==> src/rtl/scl_pkg.sv <==
package scl_pkg;
    // Phase of the divide-by-two stage
    typedef enum logic {
        PH_LOW  = 1'b0,
        PH_HIGH = 1'b1
    } scl_phase_e;
endpackage

==> src/rtl/scl_scale_reg.sv <==
module scl_scale_reg #(
    parameter int SCALE_W = 8,
    parameter int CNT_W   = SCALE_W + 1
) (
    input  logic               clk,
    input  logic               rst,
    input  logic               wr_en,
    input  logic [SCALE_W-1:0] wr_data,
    output logic [SCALE_W-1:0] scale_q,
    output logic [CNT_W-1:0]   cur_count,   // count length from held value
    output logic [CNT_W-1:0]   new_count    // count length from write data
);
    localparam logic [CNT_W-1:0] FULL_COUNT = CNT_W'(1) << SCALE_W;

    always_ff @(posedge clk) begin
        if (rst) begin
            scale_q <= '0;
        end else if (wr_en) begin
            scale_q <= wr_data;
        end
    end

    // A zero scale stands for the full range
    always_comb begin
        cur_count = (scale_q == '0) ? FULL_COUNT : CNT_W'(scale_q);
        new_count = (wr_data == '0) ? FULL_COUNT : CNT_W'(wr_data);
    end
endmodule

==> src/rtl/scl_down_cnt.sv <==
module scl_down_cnt #(
    parameter int SCALE_W = 8,
    parameter int CNT_W   = SCALE_W + 1
) (
    input  logic             clk,
    input  logic             rst,
    input  logic             load,
    input  logic [CNT_W-1:0] load_val,
    input  logic [CNT_W-1:0] reload_val,
    input  logic             step,
    output logic             term
);
    localparam logic [CNT_W-1:0] FULL_COUNT = CNT_W'(1) << SCALE_W;
    localparam logic [CNT_W-1:0] ONE        = CNT_W'(1);

    logic [CNT_W-1:0] cnt_q;

    // Terminal step: last tick of a half period
    always_comb begin
        term = step && !load && (cnt_q == ONE);
    end

    always_ff @(posedge clk) begin
        if (rst) begin
            cnt_q <= FULL_COUNT;
        end else if (load) begin
            cnt_q <= load_val;
        end else if (term) begin
            cnt_q <= reload_val;
        end else if (step) begin
            cnt_q <= cnt_q - ONE;
        end
    end
endmodule

==> src/rtl/scl_phase_fsm.sv <==
module scl_phase_fsm
    import scl_pkg::*;
(
    input  logic clk,
    input  logic rst,
    input  logic restart,
    input  logic term,
    output logic pulse
);
    scl_phase_e state_q, state_d;

    // Next-state selection
    always_comb begin
        state_d = state_q;
        if (restart) begin
            state_d = PH_LOW;
        end else if (term) begin
            unique case (state_q)
                PH_LOW:  state_d = PH_HIGH;
                PH_HIGH: state_d = PH_LOW;
                default: state_d = PH_LOW;
            endcase
        end
    end

    // State register
    always_ff @(posedge clk) begin
        if (rst) begin
            state_q <= PH_LOW;
        end else begin
            state_q <= state_d;
        end
    end

    // Output register: pulse when a full period closes
    always_ff @(posedge clk) begin
        if (rst) begin
            pulse <= 1'b0;
        end else begin
            pulse <= 1'b0;
            if (!restart && term) begin
                unique case (state_q)
                    PH_LOW:  pulse <= 1'b0;
                    PH_HIGH: pulse <= 1'b1;
                    default: pulse <= 1'b0;
                endcase
            end
        end
    end
endmodule

==> src/rtl/scl_prescaler.sv <==
module scl_prescaler #(
    parameter int SCALE_W = 8
) (
    input  logic               clk,
    input  logic               rst,
    input  logic               tick_in,
    input  logic               wr_en,
    input  logic [SCALE_W-1:0] wr_data,
    output logic [SCALE_W-1:0] rd_data,
    output logic               tick_out
);
    localparam int CNT_W = SCALE_W + 1;

    logic [CNT_W-1:0] cur_count;
    logic [CNT_W-1:0] new_count;
    logic             half_done;

    scl_scale_reg #(.SCALE_W(SCALE_W), .CNT_W(CNT_W)) u_scale (
        .clk       (clk),
        .rst       (rst),
        .wr_en     (wr_en),
        .wr_data   (wr_data),
        .scale_q   (rd_data),
        .cur_count (cur_count),
        .new_count (new_count)
    );

    scl_down_cnt #(.SCALE_W(SCALE_W), .CNT_W(CNT_W)) u_cnt (
        .clk        (clk),
        .rst        (rst),
        .load       (wr_en),
        .load_val   (new_count),
        .reload_val (cur_count),
        .step       (tick_in),
        .term       (half_done)
    );

    scl_phase_fsm u_fsm (
        .clk     (clk),
        .rst     (rst),
        .restart (wr_en),
        .term    (half_done),
        .pulse   (tick_out)
    );
endmodule

==> config.mk <==
export PLATFORM = sky130hd
export DESIGN_NAME = scl_prescaler
export DESIGN_NICKNAME = d
export VERILOG_FILES = /design/src/rtl/scl_pkg.sv /design/src/rtl/scl_scale_reg.sv /design/src/rtl/scl_down_cnt.sv /design/src/rtl/scl_phase_fsm.sv /design/src/rtl/scl_prescaler.sv
export SDC_FILE = /design/constraint.sdc
export NUM_CORES = 1
export LEC_CHECK = 0
export ABC_AREA = 1
export ABC_CLOCK_PERIOD_IN_PS = 2500
export BUFFER_PORTS_ARGS = -buffer_cell sky130_fd_sc_hd__buf_4
export CAP_MARGIN = 30
export CORE_MARGIN = 4
export CORE_UTILIZATION = 40
export DETAILED_ROUTE_END_ITERATION = 8
export GPL_TIMING_DRIVEN = 0
export PLACE_DENSITY_LB_ADDON = 0.12
export SYNTH_ARGS = -nofsm -noshare
export SYNTH_HDL_FRONTEND = slang
export SYNTH_SLANG_ARGS = --single-unit
==> constraint.sdc <==
create_clock -name clk -period 2.5 [get_ports clk]
set_clock_uncertainty 0.1 [all_clocks]
set_input_delay 0.625 -clock clk [delete_from_list [all_inputs] [get_ports clk]]
set_output_delay 0.625 -clock clk [all_outputs]
set_load 0.1 [all_outputs]
==> metrics.cfg <==
[status]
outcome = finished clean

[logic_synthesis]
ys.warnings.count = 0
syn_avg_cell_area_sq_um = 7.01
synth-async-reset-ratio_pct = 0
synth_area_sq_um = 1160
synth_ff_type = dfxtp_1
synth_top_area_share_pct = 32.7
synth_most_common_cell = nand2_1
synth_area_leader_cell = dfxtp_1
syn_inst = 166
ys_seq_area_share_pct = 32.7
synth.distinct_cells = 28
synth.ff_latch_count = 19
synth.area.top_cells = dfxtp_1 (33%), nand2_1 (11%), nand3_1 (9.5%), inv_1 (7.7%), o22ai_1 (3.8%)
syn_nets = 180
synth_edf_count = 0
synthTopCellsByCount = nand2_1 (35), inv_1 (24), nand3_1 (22), dfxtp_1 (19), nor2_1 (11)

[clocking]
h-tree-depth = 1
worstSkewPairLatency_ns = 0.30
cts_buffer_depth = 2
cts.clk_slew.worst_paths_ns = 0.11
root_buffer = clkbuf_4
cts.sinks = 19
cts.hold.buffers_added = 0
post-cts-setup-buffers = 0
numCtsBuffers = 3
cts.repair.resized = 0
cts_tree = done

[layout]
fillers = 292
final_util_pct = 49.8
area_delta_synth_final_pct = 18.0
drive_above_1_share_pct = 19.6
antenna_cells_inserted = 0
nets = 204

[grt]
overflow = 0
grt_pass1_wl_um = 4850
track_usage_pct = 17.3
grt_pass1_vias = 1037
grt_max_degree = 12
grt_antenna_before_repair = 0

[routing]
viasPerCell = 5.11
vias = 1125
drtIter0Drc = 68
avgRoutedWirePerCell_um = 12.9
routed_wl_um = 2840
drtPass1Iterations = 4
ant_nets = 0
drcViolationCount = 0

[floorplanning]
core_sq_um = 2760
die_area_sq_um = 3840
die_w_um = 61.9
fp.dieH_um = 61.9
initial_utilization_pct = 42.2
rows = 19
boundaryPins = 21

[sta]
tightest_slew_ns = 0.503
finalSetupTns_ns = 0
slew_headroom_pct = 66.4
drv_slew = 0
fin_crit_sh_pct = 67.3
max_freq_ghz = 0.594
rsz0062_at_grt = no
finalHoldViolCount = 0
setup_viol = 0
min_period_ns = 1.68

[placement]
dp_hpwl_um = 2330
io_buffers = 19
globalplace.congestion = 0.827

[hold_path]
hold_path_class = reg2reg

[critical_path]
path_max_fanout = 2
crit_path_start_kind = flop
critPathMaxStageDelay_ns = 0.36
path_delay_family = flip-flops
cp_num_buf_inv = 1
cp-end-kind = output pin
crit_chain = buf_4
criticalPathCategory = reg2out
required_ns = 1.77
worst_ep_arrival_time_ns = 0.96
slowest_stage = dfxtp_1

[job]
max_cap_violations = 0

[pwr]
ir_drop_uv = 318
power_density_nw_per_um2 = 545
p_leak_nw = 0.656

## metal layers
layer  global-route usage [%]  wire length, um  up-vias  part of all wire, %
li1                         -                -      596                    -
met1                     24.7             1430      505                   50
met2                     26.8             1280       22                   45
met3                     2.48              115        2                  4.0
met4                     5.45               18        0                 0.63
met5                        0                0        -                    0
## flip-flops by register name (all words and copies together) (netlist names)
signal / count
u_cnt.cnt_q: 9
u_fsm.pulse: 1
u_fsm.state_q: 1
u_scale.scale_q: 8
## cell families after synthesis
family	share of synthesized area (%)
and+or+nand+nor	39.4
AOI/OAI and AO/OA	15.1
buffers and inverters	10.0
DFF	32.7
adders and majority gates	2.15
xor gates and xnor gates	0.753
## per-stage QoR
stage / setup WS, ns / hold slack [ns] / area (sq um) / total power, W / cells
3_3_place_gp: 0.674 / 0.359 / 1350 / 0.000592 / 216
2_1_floorplan: 0.828 / 0.344 / 1160 / 0.000533 / 166
4_1_cts: 0.809 / 0.381 / 1370 / 0.000754 / 220
6_report: 0.817 / 0.378 / 1370 / 0.000748 / 220
5_1_grt: 0.741 / 0.410 / 1370 / 0.000790 / 220
3_5_place_dp: 0.670 / 0.361 / 1350 / 0.000595 / 216
## power by group
part,internal (W),leakage [nW],switching [W]
sequential,0.000323,0.157,0.0000216
combinational,0.0000784,0.482,0.000165
clock,0.0000597,0.0177,0.000101
## layout make-up
class                   instances  area, sq um  share of cell area, %
repair buffers                 19          143                   10.4
clock buffers                   3         22.5                   1.64
multi-input cells             118          667                   48.6
clock inverters                 1         5.00                  0.365
well taps                      31         38.8                   2.83
flip-flops and latches         19          380                   27.7
inverters                      26         97.6                   7.11
plain buffers                   3         18.8                   1.37
## final timing paths
path,startpoint,slack (ns),cells after the start,end
setup / recovery,u_scale.scale_q[2]$_SDFFE_PP0P_,0.82,1,rd_data[2]
hold / removal,u_fsm.state_q$_SDFFE_PP0N_,0.38,2,u_fsm.pulse$_SDFF_PP0_
setup reg to reg,u_cnt.cnt_q[1]$_SDFFE_PP0P_,0.90,7,u_cnt.cnt_q[6]$_SDFFE_PP0P_
hold reg to reg,u_fsm.state_q$_SDFFE_PP0N_,0.38,2,u_fsm.pulse$_SDFF_PP0_
## cells in the final DEF, fill, tap and decap left out, types with 2 or more instances in the layout
master,netlist,routed
inv_2,2,2
nand4_1,3,3
nand2_1,35,35
a21oi_1,8,8
o21ai_1,2,2
nor2_1,11,11
a21boi_0,5,5
dfxtp_1,19,19
nand2_4,3,3
nand3_1,22,22
clkbuf_4,0,3
nor3_1,2,2
buf_4,0,19
a21boi_1,2,2
inv_1,24,24
clkbuf_1,2,2
o22ai_1,7,7
nor2_8,2,2
ha_1,2,2
o21ai_0,3,3
nor2_2,3,3
(Power assumes the default switching activity.)
